$ cat config.mk
export PLATFORM = sky130hd
export DESIGN_NAME = lptr_port
export DESIGN_NICKNAME = d
export VERILOG_FILES = /design/src/rtl/lptr_pkg.sv /design/src/rtl/lptr_decode.sv /design/src/rtl/lptr_pointer.sv /design/src/rtl/lptr_xfer.sv /design/src/rtl/lptr_port.sv
export SDC_FILE = /design/constraint.sdc
export NUM_CORES = 1
export LEC_CHECK = 0
export CAP_MARGIN = 10
export CORE_MARGIN = 8
export CORE_UTILIZATION = 35
export DETAILED_ROUTE_END_ITERATION = 16
export PLACE_DENSITY_LB_ADDON = 0.25
export SLEW_MARGIN = 40
export SYNTH_ARGS = -nofsm -noshare
export SYNTH_HDL_FRONTEND = slang
export SYNTH_HIERARCHICAL = 1
export SYNTH_SLANG_ARGS = --single-unit
export TNS_END_PERCENT = 30
$ cat constraint.sdc
create_clock -name clk -period 3.1 [get_ports clk]
set_input_delay 0.31 -clock clk [delete_from_list [all_inputs] [get_ports clk]]
set_output_delay 0.31 -clock clk [all_outputs]
set_load 0.05 [all_outputs]
$ cat src/rtl/lptr_pkg.sv
package lptr_pkg;

    localparam int unsigned REG_AW    = 3;
    localparam int unsigned BYTE_W    = 8;
    localparam int unsigned PTR_BYTES = 3;

    localparam logic [REG_AW-1:0] OFF_PTR_LO   = 3'd0;
    localparam logic [REG_AW-1:0] OFF_PTR_MID  = 3'd1;
    localparam logic [REG_AW-1:0] OFF_PTR_HI   = 3'd2;
    localparam logic [REG_AW-1:0] OFF_DAT_STAY = 3'd3;
    localparam logic [REG_AW-1:0] OFF_DAT_BYTE = 3'd4;
    localparam logic [REG_AW-1:0] OFF_DAT_WORD = 3'd5;

    // Pointer advance policy attached to a data alias
    typedef enum logic [1:0] {
        ADV_NONE = 2'd0,
        ADV_BYTE = 2'd1,
        ADV_WORD = 2'd2
    } adv_e;

    typedef enum logic {
        XF_IDLE = 1'b0,
        XF_WAIT = 1'b1
    } xf_state_e;

    typedef struct packed {
        logic       ptr_hit;
        logic [1:0] ptr_sel;
        logic       dat_hit;
        adv_e       adv;
    } regsel_t;

    function automatic logic [1:0] adv_amount(adv_e a);
        logic [1:0] amt;
        case (a)
            ADV_BYTE: amt = 2'd1;
            ADV_WORD: amt = 2'd1;
            default:  amt = 2'd0;
        endcase
        return amt;
    endfunction

endpackage

$ cat src/rtl/lptr_decode.sv
module lptr_decode
    import lptr_pkg::*;
(
    input  logic [REG_AW-1:0] off,
    output regsel_t           sel
);

    always_comb begin
        sel         = '0;
        sel.adv     = ADV_NONE;
        case (off)
            OFF_PTR_LO: begin
                sel.ptr_hit = 1'b1;
                sel.ptr_sel = 2'd0;
            end
            OFF_PTR_MID: begin
                sel.ptr_hit = 1'b1;
                sel.ptr_sel = 2'd1;
            end
            OFF_PTR_HI: begin
                sel.ptr_hit = 1'b1;
                sel.ptr_sel = 2'd2;
            end
            OFF_DAT_STAY: begin
                sel.dat_hit = 1'b1;
                sel.adv     = ADV_NONE;
            end
            OFF_DAT_BYTE: begin
                sel.dat_hit = 1'b1;
                sel.adv     = ADV_BYTE;
            end
            OFF_DAT_WORD: begin
                sel.dat_hit = 1'b1;
                sel.adv     = ADV_WORD;
            end
            default: begin
                sel.ptr_hit = 1'b0;
                sel.dat_hit = 1'b0;
            end
        endcase
    end

endmodule

$ cat src/rtl/lptr_pointer.sv
module lptr_pointer
    import lptr_pkg::*;
#(
    parameter int unsigned ADDR_W = 17
) (
    input  logic              clk,
    input  logic              rst,
    input  logic              wr_en,
    input  logic [1:0]        wr_sel,
    input  logic [BYTE_W-1:0] wr_data,
    input  logic              inc_en,
    input  logic [1:0]        inc_amt,
    input  logic [1:0]        rd_sel,
    output logic [BYTE_W-1:0] rd_data,
    output logic [ADDR_W-1:0] ptr
);

    logic [ADDR_W-1:0]                 ptr_next;
    logic [PTR_BYTES-1:0][BYTE_W-1:0]  byte_view;

    assign ptr_next = ptr + ADDR_W'(inc_amt);

    // One segment per byte register; the top one is as narrow as ADDR_W leaves it
    for (genvar b = 0; b < PTR_BYTES; b++) begin : g_seg
        localparam int unsigned LO  = b * BYTE_W;
        localparam int unsigned TOP = (LO + BYTE_W > ADDR_W) ? ADDR_W : LO + BYTE_W;
        localparam int unsigned W   = TOP - LO;

        logic [W-1:0] seg_q;

        always_ff @(posedge clk) begin
            if (rst) begin
                seg_q <= '0;
            end else if (wr_en && (wr_sel == 2'(b))) begin
                seg_q <= wr_data[W-1:0];
            end else if (inc_en) begin
                seg_q <= ptr_next[TOP-1:LO];
            end
        end

        assign ptr[TOP-1:LO] = seg_q;
        assign byte_view[b]  = BYTE_W'(seg_q);
    end

    assign rd_data = (int'(rd_sel) < PTR_BYTES) ? byte_view[rd_sel] : '0;

endmodule

$ cat src/rtl/lptr_xfer.sv
module lptr_xfer
    import lptr_pkg::*;
(
    input  logic              clk,
    input  logic              rst,
    input  logic              start,
    input  logic              start_we,
    input  logic [BYTE_W-1:0] start_wdata,
    input  adv_e              start_adv,
    input  logic              mem_ack,
    output logic              mem_req,
    output logic              mem_we,
    output logic [BYTE_W-1:0] mem_wdata,
    output logic              idle,
    output logic              done,
    output adv_e              done_adv
);

    xf_state_e         state_q;
    logic              we_q;
    logic [BYTE_W-1:0] wdata_q;
    adv_e              adv_q;

    always_ff @(posedge clk) begin
        if (rst) begin
            state_q <= XF_IDLE;
            we_q    <= 1'b0;
            wdata_q <= '0;
            adv_q   <= ADV_NONE;
        end else begin
            case (state_q)
                XF_IDLE: begin
                    if (start) begin
                        state_q <= XF_WAIT;
                        we_q    <= start_we;
                        wdata_q <= start_wdata;
                        adv_q   <= start_adv;
                    end
                end
                XF_WAIT: begin
                    if (mem_ack) begin
                        state_q <= XF_IDLE;
                    end
                end
                default: state_q <= XF_IDLE;
            endcase
        end
    end

    assign mem_req   = (state_q == XF_WAIT);
    assign mem_we    = we_q;
    assign mem_wdata = wdata_q;
    assign idle      = (state_q == XF_IDLE);
    assign done      = mem_req && mem_ack;
    assign done_adv  = adv_q;

endmodule

$ cat src/rtl/lptr_port.sv
module lptr_port
    import lptr_pkg::*;
#(
    parameter int unsigned ADDR_W = 17
) (
    input  logic              clk,
    input  logic              rst,
    input  logic [REG_AW-1:0] bus_addr,
    input  logic              bus_rd,
    input  logic              bus_wr,
    input  logic [BYTE_W-1:0] bus_wdata,
    output logic [BYTE_W-1:0] bus_rdata,
    output logic              bus_wait,
    output logic              mem_req,
    output logic              mem_we,
    output logic [ADDR_W-1:0] mem_addr,
    output logic [BYTE_W-1:0] mem_wdata,
    input  logic              mem_ack,
    input  logic [BYTE_W-1:0] mem_rdata
);

    regsel_t           sel;
    logic              data_req;
    logic              xf_idle;
    logic              xf_done;
    adv_e              xf_adv;
    logic [BYTE_W-1:0] ptr_rd;
    logic [ADDR_W-1:0] ptr;

    lptr_decode u_dec (
        .off (bus_addr),
        .sel (sel)
    );

    assign data_req = sel.dat_hit && (bus_rd || bus_wr);

    lptr_xfer u_xfer (
        .clk         (clk),
        .rst         (rst),
        .start       (data_req && xf_idle),
        .start_we    (bus_wr),
        .start_wdata (bus_wdata),
        .start_adv   (sel.adv),
        .mem_ack     (mem_ack),
        .mem_req     (mem_req),
        .mem_we      (mem_we),
        .mem_wdata   (mem_wdata),
        .idle        (xf_idle),
        .done        (xf_done),
        .done_adv    (xf_adv)
    );

    lptr_pointer #(
        .ADDR_W (ADDR_W)
    ) u_ptr (
        .clk     (clk),
        .rst     (rst),
        .wr_en   (bus_wr && sel.ptr_hit),
        .wr_sel  (sel.ptr_sel),
        .wr_data (bus_wdata),
        .inc_en  (xf_done),
        .inc_amt (adv_amount(xf_adv)),
        .rd_sel  (sel.ptr_sel),
        .rd_data (ptr_rd),
        .ptr     (ptr)
    );

    assign mem_addr = ptr;
    assign bus_wait = data_req && !xf_done;

    always_comb begin
        if (sel.ptr_hit) begin
            bus_rdata = ptr_rd;
        end else if (sel.dat_hit && xf_done) begin
            bus_rdata = mem_rdata;
        end else begin
            bus_rdata = '0;
        end
    end

endmodule

======== Word level (Yosys, flattened, before mapping) ========
Cells that the tools add are included.
cells by class
  add/subtract/negate cells ............... 1
  $lt $le $gt $ge ......................... 2
  eq/ne operators ......................... 9
  muxes and demuxes ....................... 19
  bitwise gates (word level) .............. 1
  reduce and logical (&&, ||, !) cells .... 20
operator list
  kind                  count
  $mux W8               8
  $add A17 B1 Y17       1
  $bmux W8 S2           1
  $logic_and A1 B1 Y1   9
  $pmux W2 S2           2
  $mux W1               7
  $eq A3 B2 Y1 const B  2
  $eq A3 B3 Y1 const B  2
  $reduce_bool A2 Y1    3
  $reduce_or A3 Y1      2
  $eq A2 B1 Y1 const B  2
  $eq A2 B2 Y1 const B  2
  $eq A3 B1 Y1 const B  1
  $logic_not A3 Y1      1
  $lt A2 B3 Y1 const B  1
  $logic_not A2 Y1      1
  $lt A2 B2 Y1 const B  1
  $pmux W1 S2           1
  $reduce_and A2 Y1     1
  $reduce_or A2 Y1      1
  $logic_not A1 Y1      1
  $logic_or A1 B1 Y1    1
  $not A1 Y1            1
storage, ports and cells
  bits in registers ....................... 29
  input port bits ......................... 24
  output and inout bits ................... 36
  word-level logic and storage cells ...... 59

======== Longest topological paths before layout ========
Gate-level depths: netlist (run 1).
  word-level depth ........................ 7
  gate-level depth with buffers ........... 9

======== By module ========
The synthesis (run 1) kept the hierarchy.
modules (own cells, without submodules)
  module        times used  cells each  area an instance (sq um)
  lptr_pointer  1           135         1,136.1
  lptr_xfer     1           55          568.0
  lptr_port     1           34          168.9
  lptr_decode   1           9           48.8

======== Worst setup path before layout (run 1) ========
No wires, ideal clock.
  path kind ............................... flip-flop to output port
  from .................................... register u_xfer.state_q (netlist: u_xfer/mem_req)
  to ...................................... output port bus_rdata[0]
  data arrival time ....................... 2,364 ps
  path slack .............................. 426 ps
  cell stages (with the launch flop) ...... 6
  cell sequence ........................... dfxtp_1 > buf_6 > and2_2 > buf_2 > nand3_1 > o21ai_0
on the way
  longest elaborated chain between the ends .. 4
RTL lines
  item                    RTL line         source
  start, declared         lptr_xfer.sv:19  xf_state_e state_q;
  start signal, assigned  lptr_xfer.sv:26  state_q <= XF_IDLE;
  start signal, assigned  lptr_xfer.sv:34  state_q <= XF_WAIT;
  start signal, assigned  lptr_xfer.sv:42  state_q <= XF_IDLE;
  $logic_and A1 B1 Y1     lptr_xfer.sv:54  assign done = mem_req && mem_ack;
  named net xf_done       lptr_port.sv:25  logic xf_done;
  $logic_and A1 B1 Y1     lptr_port.sv:74  end else if (sel.dat_hit && xf_done) begin
  $mux W8                 lptr_port.sv:74
  $mux W8                 lptr_port.sv:72  if (sel.ptr_hit) begin
  end, declared           lptr_port.sv:12  output logic [BYTE_W-1:0] bus_rdata,
The timed path passes the listed nets, and every way through them passes these cells.

======== Final worst setup path (run 1) ========
  from .................................... register u_xfer.adv_q[1] (netlist: u_xfer/done_adv[1])
  to ...................................... register u_ptr.g_seg[2].seg_q
on the way
  longest elaborated chain between the ends .. 6
  elaborated cells between the ends (all ways) .. 7
  those cells by class .................... 1 x add/sub; 2 x eq/ne; 3 x mux; 1 x reduce/logical
RTL lines
  item                                                 RTL line            source
  start, declared                                      lptr_xfer.sv:22     adv_e adv_q;
  start signal, assigned                               lptr_xfer.sv:37     adv_q <= start_adv;
  $eq A2 B2 Y1 / $eq A2 B1 Y1 (equally long branches)  lptr_pkg.sv:35      case (a)
  $reduce_or A2 Y1 (no line) (*)                       -
  $mux W1 (*)                                          lptr_pkg.sv:35
  $add A17 B1 Y17 (*)                                  lptr_pointer.sv:21  assign ptr_next = ptr + ADDR_W'(inc_amt);
  $mux W1 (*)                                          lptr_pointer.sv:36  end else if (inc_en) begin
  $mux W1 (*)                                          lptr_pointer.sv:34  end else if (wr_en && (wr_sel == 2'(b))) begin
  end signal, assigned                                 lptr_pointer.sv:35  seg_q <= wr_data[W-1:0];
  end signal, assigned                                 lptr_pointer.sv:37  seg_q <= ptr_next[TOP-1:LO];
  end, declared                                        lptr_pointer.sv:29  logic [W-1:0] seg_q;
Every way passes the cells marked *; elsewhere a longest branch is shown, timed or not. The select of a mux whose other input is x is not followed.
A chain may end at the register's enable or synchronous reset.

==> flow_summary.toml, run 1 <==
[synth]
synth_top_area_frac = 0.3021
ys_seq_area_frac = 0.3021
syn_area_mm2 = 0.001922
yosys_warnings = 6
avgSynthCellArea_um2 = 8.248
synth_cell_type_count = 47
synth_seq_cells = 29
ys.flop_type = "dfxtp_1"
yosys.area.top_type = "dfxtp_1"
ys_async_sr_fraction = 0
syn_inst = 233
synth_edf_count = 0
ys_top_cells_by_area = "dfxtp_1 (30%), nand4bb_1 (6.4%), nor2_1 (5.7%)"

[route]
drt-initial-drc-count = 81
vias = 1835
wl_per_cell_um = 15.38
drt_pre_antenna_iters = 4
vias_per_cell = 5.069
drtAntennaViolNets = 0
wirelength_um = 5566
drc_errors = 0

[cts]
cts_tree = "done"
root_buffer = "clkbuf_8"
cts_resized = 0
clk_pin_slew_ps = 60
cts_setup_buffers = 0
cts_buffers = 5
ctsHoldBuffers = 0
cts.sink_count = 29
h-tree-depth = 2
clock_latency_ps = 280
clock_path_buffers = 2

[placed_design]
place_congestion = 0.8088
dp.cells = 354
port_buffers = 59
place_hpwl_um = 4108

[global_routing]
overflow = 0
grt.total_usage = 0.1337
grt_pass1_vias = 1788
grt_max_degree = 34
grt_pass1_wl_um = 8921
antenna_found_initial = 0

[worst_setup_path]
setup.worst_path.end_class = "flop"
path_max_fanout = 7
arrival_ps = 2600
path_class = "flop to flop"
critPathRequiredTime_ps = 3290
critical_path.slowest_cell = "or4_1"
cp_cell_sequence = "xor2_1, ha_1, inv_1, fa_1, nor2b_1, buf_4, nand2_1, or4_1, a311oi_1"
cpPeakStageDelay_ps = 520
worst_setup_path_start_kind = "flop"

[floorplanning]
ios = 60
coreArea_mm2 = 0.005405
fp.dieH_um = 90.10
die-area_mm2 = 0.008118
row_count = 27
die_w_um = 90.10
start_util = 0.3556

[power]
internal-power_uw = 761.6
p_switching_uw = 319.1
switching_share = 0.2953
p_per_area_mw_per_mm2 = 395.6
leakage_nw = 0.9488
combPwrFrac = 0.244
power.share.clock = 0.376
seqPwrFrac = 0.380
ir_worst_vdd_uv = 328.4

[final_layout]
diodes = 0
num-nets-final = 316
synthToLayoutAreaGrowth_pct = 42.12
drive_above_1_share = 0.1276
final_cells = 362

[sta]
final.setup_skew_ps = 3.235
fmax_mhz = 414.7
period_needed_ps = 2411
slew_headroom = 0.6175
final-hold-violation-count = 0
rsz0062_at_grt = "false"
drv_slew = 0
worst_pin_slew_ps = 570.0
fin_crit_sh = 0.7779
setup_tns_ps = 0
setup_violations = 0

[hold_path]
hp-class = "flop to flop"

[flow_run]
drv_cap = 0

[status]
outcome = "completed"
[cell type report]
| class | count | area, um2 |
|---|---|---|
| tap | 72 | 90.09 |
| clock inverter | 1 | 30.03 |
| timing repair buffer | 67 | 723.2 |
| fill | 534 | 2674 |
| inverter | 8 | 30.03 |
| multi-input combinational | 178 | 1191 |
| clock buffer | 7 | 86.33 |
| sequential | 29 | 580.6 |
[placed cells by master, fill, tap and decap left out, types with 9 or more instances in the layout]
| cell type | count |
|---|---|
| o21ai_1 | 11 |
| dfxtp_1 | 29 |
| a211oi_1 | 11 |
| nor2_1 | 29 |
| nand4bb_1 | 11 |
| mux2i_1 | 10 |
| clkdlybuf4s50_1 | 49 |
| o21ai_0 | 11 |
| nand3_1 | 13 |
| buf_4 | 9 |
| nand2_1 | 14 |
| nand2b_1 | 12 |
[power groups by stage]
stage	logic, mW	registers (mW)	clock network, mW
2_1_floorplan	0.107	0.472	0
3_3_place_gp	0.262	0.418	0
3_5_place_dp	0.263	0.418	0
4_1_cts	0.265	0.410	0.413
5_1_grt	0.279	0.414	0.429
6_report	0.263	0.411	0.407
[routing by layer]
metal | track usage | up-vias | wire (um)
met5 | 0 | - | 0
li1 | - | 935 | -
met2 | 0.2110 | 51 | 2498
met3 | 0.03741 | 6 | 317
met1 | 0.1669 | 843 | 2666
met4 | 0.05409 | 0 | 83
[final timing paths]
| path | startpoint | to | slack, ps | cells past startpoint |
|---|---|---|---|---|
| setup / recovery | u_xfer/done_adv[1]$_SDFFE_PP0P_ | u_ptr/g_seg[2].seg_q$_SDFFE_PP0P_ | 690 | 9 |
| hold / removal | u_xfer/mem_we$_SDFFE_PP0P_ | u_xfer/mem_we$_SDFFE_PP0P_ | 470 | 2 |
| setup reg to reg | u_xfer/done_adv[1]$_SDFFE_PP0P_ | u_ptr/g_seg[2].seg_q$_SDFFE_PP0P_ | 690 | 9 |
| hold reg to reg | u_xfer/mem_we$_SDFFE_PP0P_ | u_xfer/mem_we$_SDFFE_PP0P_ | 470 | 2 |
[flip-flops by register name, indices dropped and copies added, names as in the netlist]
| signal | count |
|---|---|
| u_xfer/mem_we | 1 |
| u_xfer/mem_req | 1 |
| u_ptr/g_seg.seg_q | 17 |
| u_xfer/mem_wdata | 8 |
| u_xfer/done_adv | 2 |
[cell usage after synthesis, types with 2 or more instances]
master and number:
clkbuf_2 2, nor2_1 29, nor4_1 2, mux2i_1 10, ha_1 2, o21ai_1 11, and2_1 2, xor2_1 8
and3_1 2, a311oi_1 4, a21oi_1 2, nand2_1 14, nand4_1 3, nand4bb_1 11, xnor2_1 3, buf_6 5
dfxtp_1 29, o21ai_0 11, nand3_1 13, nand2b_1 12, nand3b_1 2, and4_2 2, buf_4 3, or4_1 3
clkbuf_1 7, a211oi_1 11, o31ai_1 3, inv_1 8
[critical path, delay by kind of cell, from the launching register on]
| family | cells | cell delay [ps] |
|---|---|---|
| AND/OR/NAND/NOR | 3 | 760 |
| adder cells (fa/ha/maj) | 2 | 550 |
| XOR/XNOR | 1 | 190 |
| flip-flops | 1 | 350 |
| AO/OA/AOI/OAI | 1 | 250 |
| buffers and inverters | 2 | 210 |
[cells by family after synthesis]
| group | count (synthesis) | share of synthesized area |
|---|---|---|
| buf+inv | 27 | 0.08007 |
| simple gates | 106 | 0.3359 |
| flops | 29 | 0.3021 |
| fa+ha+maj | 3 | 0.02344 |
| compound gates | 46 | 0.1543 |
| mux | 10 | 0.05209 |
| xor+xnor | 11 | 0.05013 |
| other cells | 1 | 0.001951 |
[through the flow]
stage / area [um2] / hold slack (ps) / worst slack (ps) / utilization / power, mW
2_1_floorplan: 1926 / 453.7 / 425.8 / - / 0.5783
3_3_place_gp: 2620 / 455.9 / 483.1 / 0.4847 / 0.6805
3_5_place_dp: 2615 / 460.1 / 425.4 / 0.4838 / 0.6819
4_1_cts: 2731 / 470.6 / 682.9 / 0.5053 / 1.088
5_1_grt: 2731 / 485.9 / 470.4 / 0.5053 / 1.122
6_report: 2731 / 465.9 / 688.6 / 0.5053 / 1.081
Note: power is estimated with default switching activity, not from simulation.
==> run 2: changes to the inputs <==
==> constraint.sdc (replaced) <==
create_clock -name clk -period 2.13 [get_ports clk]
set_input_delay 0.213 -clock clk [delete_from_list [all_inputs] [get_ports clk]]
set_output_delay 0.213 -clock clk [all_outputs]
set_load 0.05 [all_outputs]
==> run 2 against run 1 <==
Compared with the run above:
- the run now ends with negative setup slack left
- final area is 6.1% higher
- core utilization is 3.1 points higher
- routed wire length is 2.7% higher
- largest power group unchanged
- worst setup slack worse by 700 ps
==> flow_summary.toml, run 2 (synthesis gave the netlist of run 1 again) <==
[worst_setup_path]
worst_setup_path_start_kind = "flop"
setup.worst_path.end_class = "flop"
critical_path.slowest_cell = "or4_4"
path_class = "flop to flop"
cp_cell_sequence = "xor2_2, ha_2, inv_2, fa_2, nor2b_4, nand2_2, or4_4, a311oi_2"
path_max_fanout = 3
arrival_ps = 2340
cpPeakStageDelay_ps = 500
critPathRequiredTime_ps = 2320

[global_routing]
antenna_found_initial = 0
grt.total_usage = 0.1384
grt_max_degree = 26
grt_pass1_vias = 1857
grt_pass1_wl_um = 9239
overflow = 0

[flow_run]
drv_cap = 0

[power]
leakage_nw = 1.042
ir_worst_vdd_uv = 379.3
total_power_mw = 1.459
p_per_area_mw_per_mm2 = 503.4

[cts]
cts_buffers = 5
ctsHoldBuffers = 0
cts.sink_count = 29
h-tree-depth = 2
clk_pin_slew_ps = 60
root_buffer = "clkbuf_8"
clock_path_buffers = 2
clock_latency_ps = 280
cts_tree = "done"

[floorplanning]
die-area_mm2 = 0.008118
ios = 60
start_util = 0.3556
die_w_um = 90.10
fp.dieH_um = 90.10
coreArea_mm2 = 0.005405
row_count = 27

[sta]
final-hold-violation-count = 0
setup_tns_ps = -12.36
drv_slew = 0
fin_crit_sh = 1.006
final.setup_skew_ps = 4.402
rsz0062_at_grt = "true"
worst_pin_slew_ps = 612.3
slew_headroom = 0.5905
hold_ws_ps = 369.7
setup_violations = 1
period_needed_ps = 2142
fmax_mhz = 466.8
worst_slack_ps = -12.36

[route]
drc_errors = 0
drt-initial-drc-count = 75
highest_layer = "met4"
wl_met1_um = 2759
dr_wl_met3_um = 269
vias_per_cell = 5.053
wl_per_cell_um = 15.29
vias = 1890
drtAntennaViolNets = 0
met2WireLength_um = 2607
drt_pre_antenna_iters = 4
wirelength_um = 5717

[placed_design]
port_buffers = 59
place_hpwl_um = 4365
place_congestion = 0.8211

[status]
outcome = "finished with violations"
violations = "negative setup slack"

[hold_path]
hp-class = "primary input to flop"

[final_layout]
num-nets-final = 329
largest_register_ff_count = 17
diodes = 0
largest-register = "u_ptr/g_seg.seg_q"
most-common-layout-cells = "clkdlybuf4s50_1 (47), nor2_1 (29), dfxtp_1 (24), buf_4 (20), o21ai_1 (19)"
layout_commonest_cell = "clkdlybuf4s50_1"
synthToLayoutAreaGrowth_pct = 50.78
drive_above_1_share = 0.2119
run 2: cell type report:
type	instances	area, um2
Timing Repair Buffer	80	858.3
Multi-Input combinational cell	178	1244
Fill cell	531	2507
Sequential cell	29	589.3
Tap cell	72	90.09
Inverter	8	30.03
Clock buffer	7	86.33
run 2: path summary, 6_finish.rpt:
| kind | start | endpoint | slack, ps | cells after the start |
|---|---|---|---|---|
| setup / recovery | u_xfer/done_adv[0]$_SDFFE_PP0P_ | u_ptr/g_seg[1].seg_q[6]$_SDFFE_PP0P_ | -10 | 8 |
| hold / removal | bus_addr[0] | u_xfer/done_adv[0]$_SDFFE_PP0P_ | 370 | 4 |
| setup reg to reg | u_xfer/done_adv[0]$_SDFFE_PP0P_ | u_ptr/g_seg[1].seg_q[6]$_SDFFE_PP0P_ | -10 | 8 |
| hold reg to reg | u_xfer/mem_wdata[7]$_SDFFE_PP0P_ | u_xfer/mem_wdata[7]$_SDFFE_PP0P_ | 470 | 2 |
run 2: metrics by stage:
step / area, um2 / util / std cells / setup slack, ps
6_report: 2898 / 0.5361 / 374 / -12.36
5_1_grt: 2898 / 0.5361 / 374 / -101.8
4_1_cts: 2848 / 0.5269 / 374 / 2.472
3_5_place_dp: 2739 / 0.5067 / 365 / -101.4
3_3_place_gp: 2739 / 0.5067 / 365 / -17.14
2_1_floorplan: 1937 / - / 234 / 1.564
run 2: layer usage:
| metal | GRT usage | vias up |
|---|---|---|
| met1 | 0.1764 | 864 |
| met4 | 0.05548 | 0 |
| li1 | - | 966 |
| met3 | 0.03658 | 5 |
| met5 | 0 | - |
| met2 | 0.2160 | 55 |
run 2: report_power, final:
part           switching, mW  total, mW  leakage [nW]  internal [mW]
Clock                  0.191      0.446        0.0443          0.255
Combinational          0.241      0.423         0.759          0.181
Sequential            0.0208      0.590         0.239          0.569
Total                  0.453       1.46          1.04           1.01
run 2: what timing repair did:
action,CTS,global route
pin swaps,6,4
hold endpoints to repair,0,0
setup buffers,2,0
resized for setup,4,12
setup endpoints to repair,3,15
run 2: critical path, delay by kind of cell (launching register included):
kind                     cells  cell delay (ps)
adder cells (fa/ha/maj)      2              550
XOR/XNOR                     1              160
AND/OR/NAND/NOR              3              710
flip-flops                   1              330
buffers and inverters        1               40
AO/OA/AOI/OAI                1              260
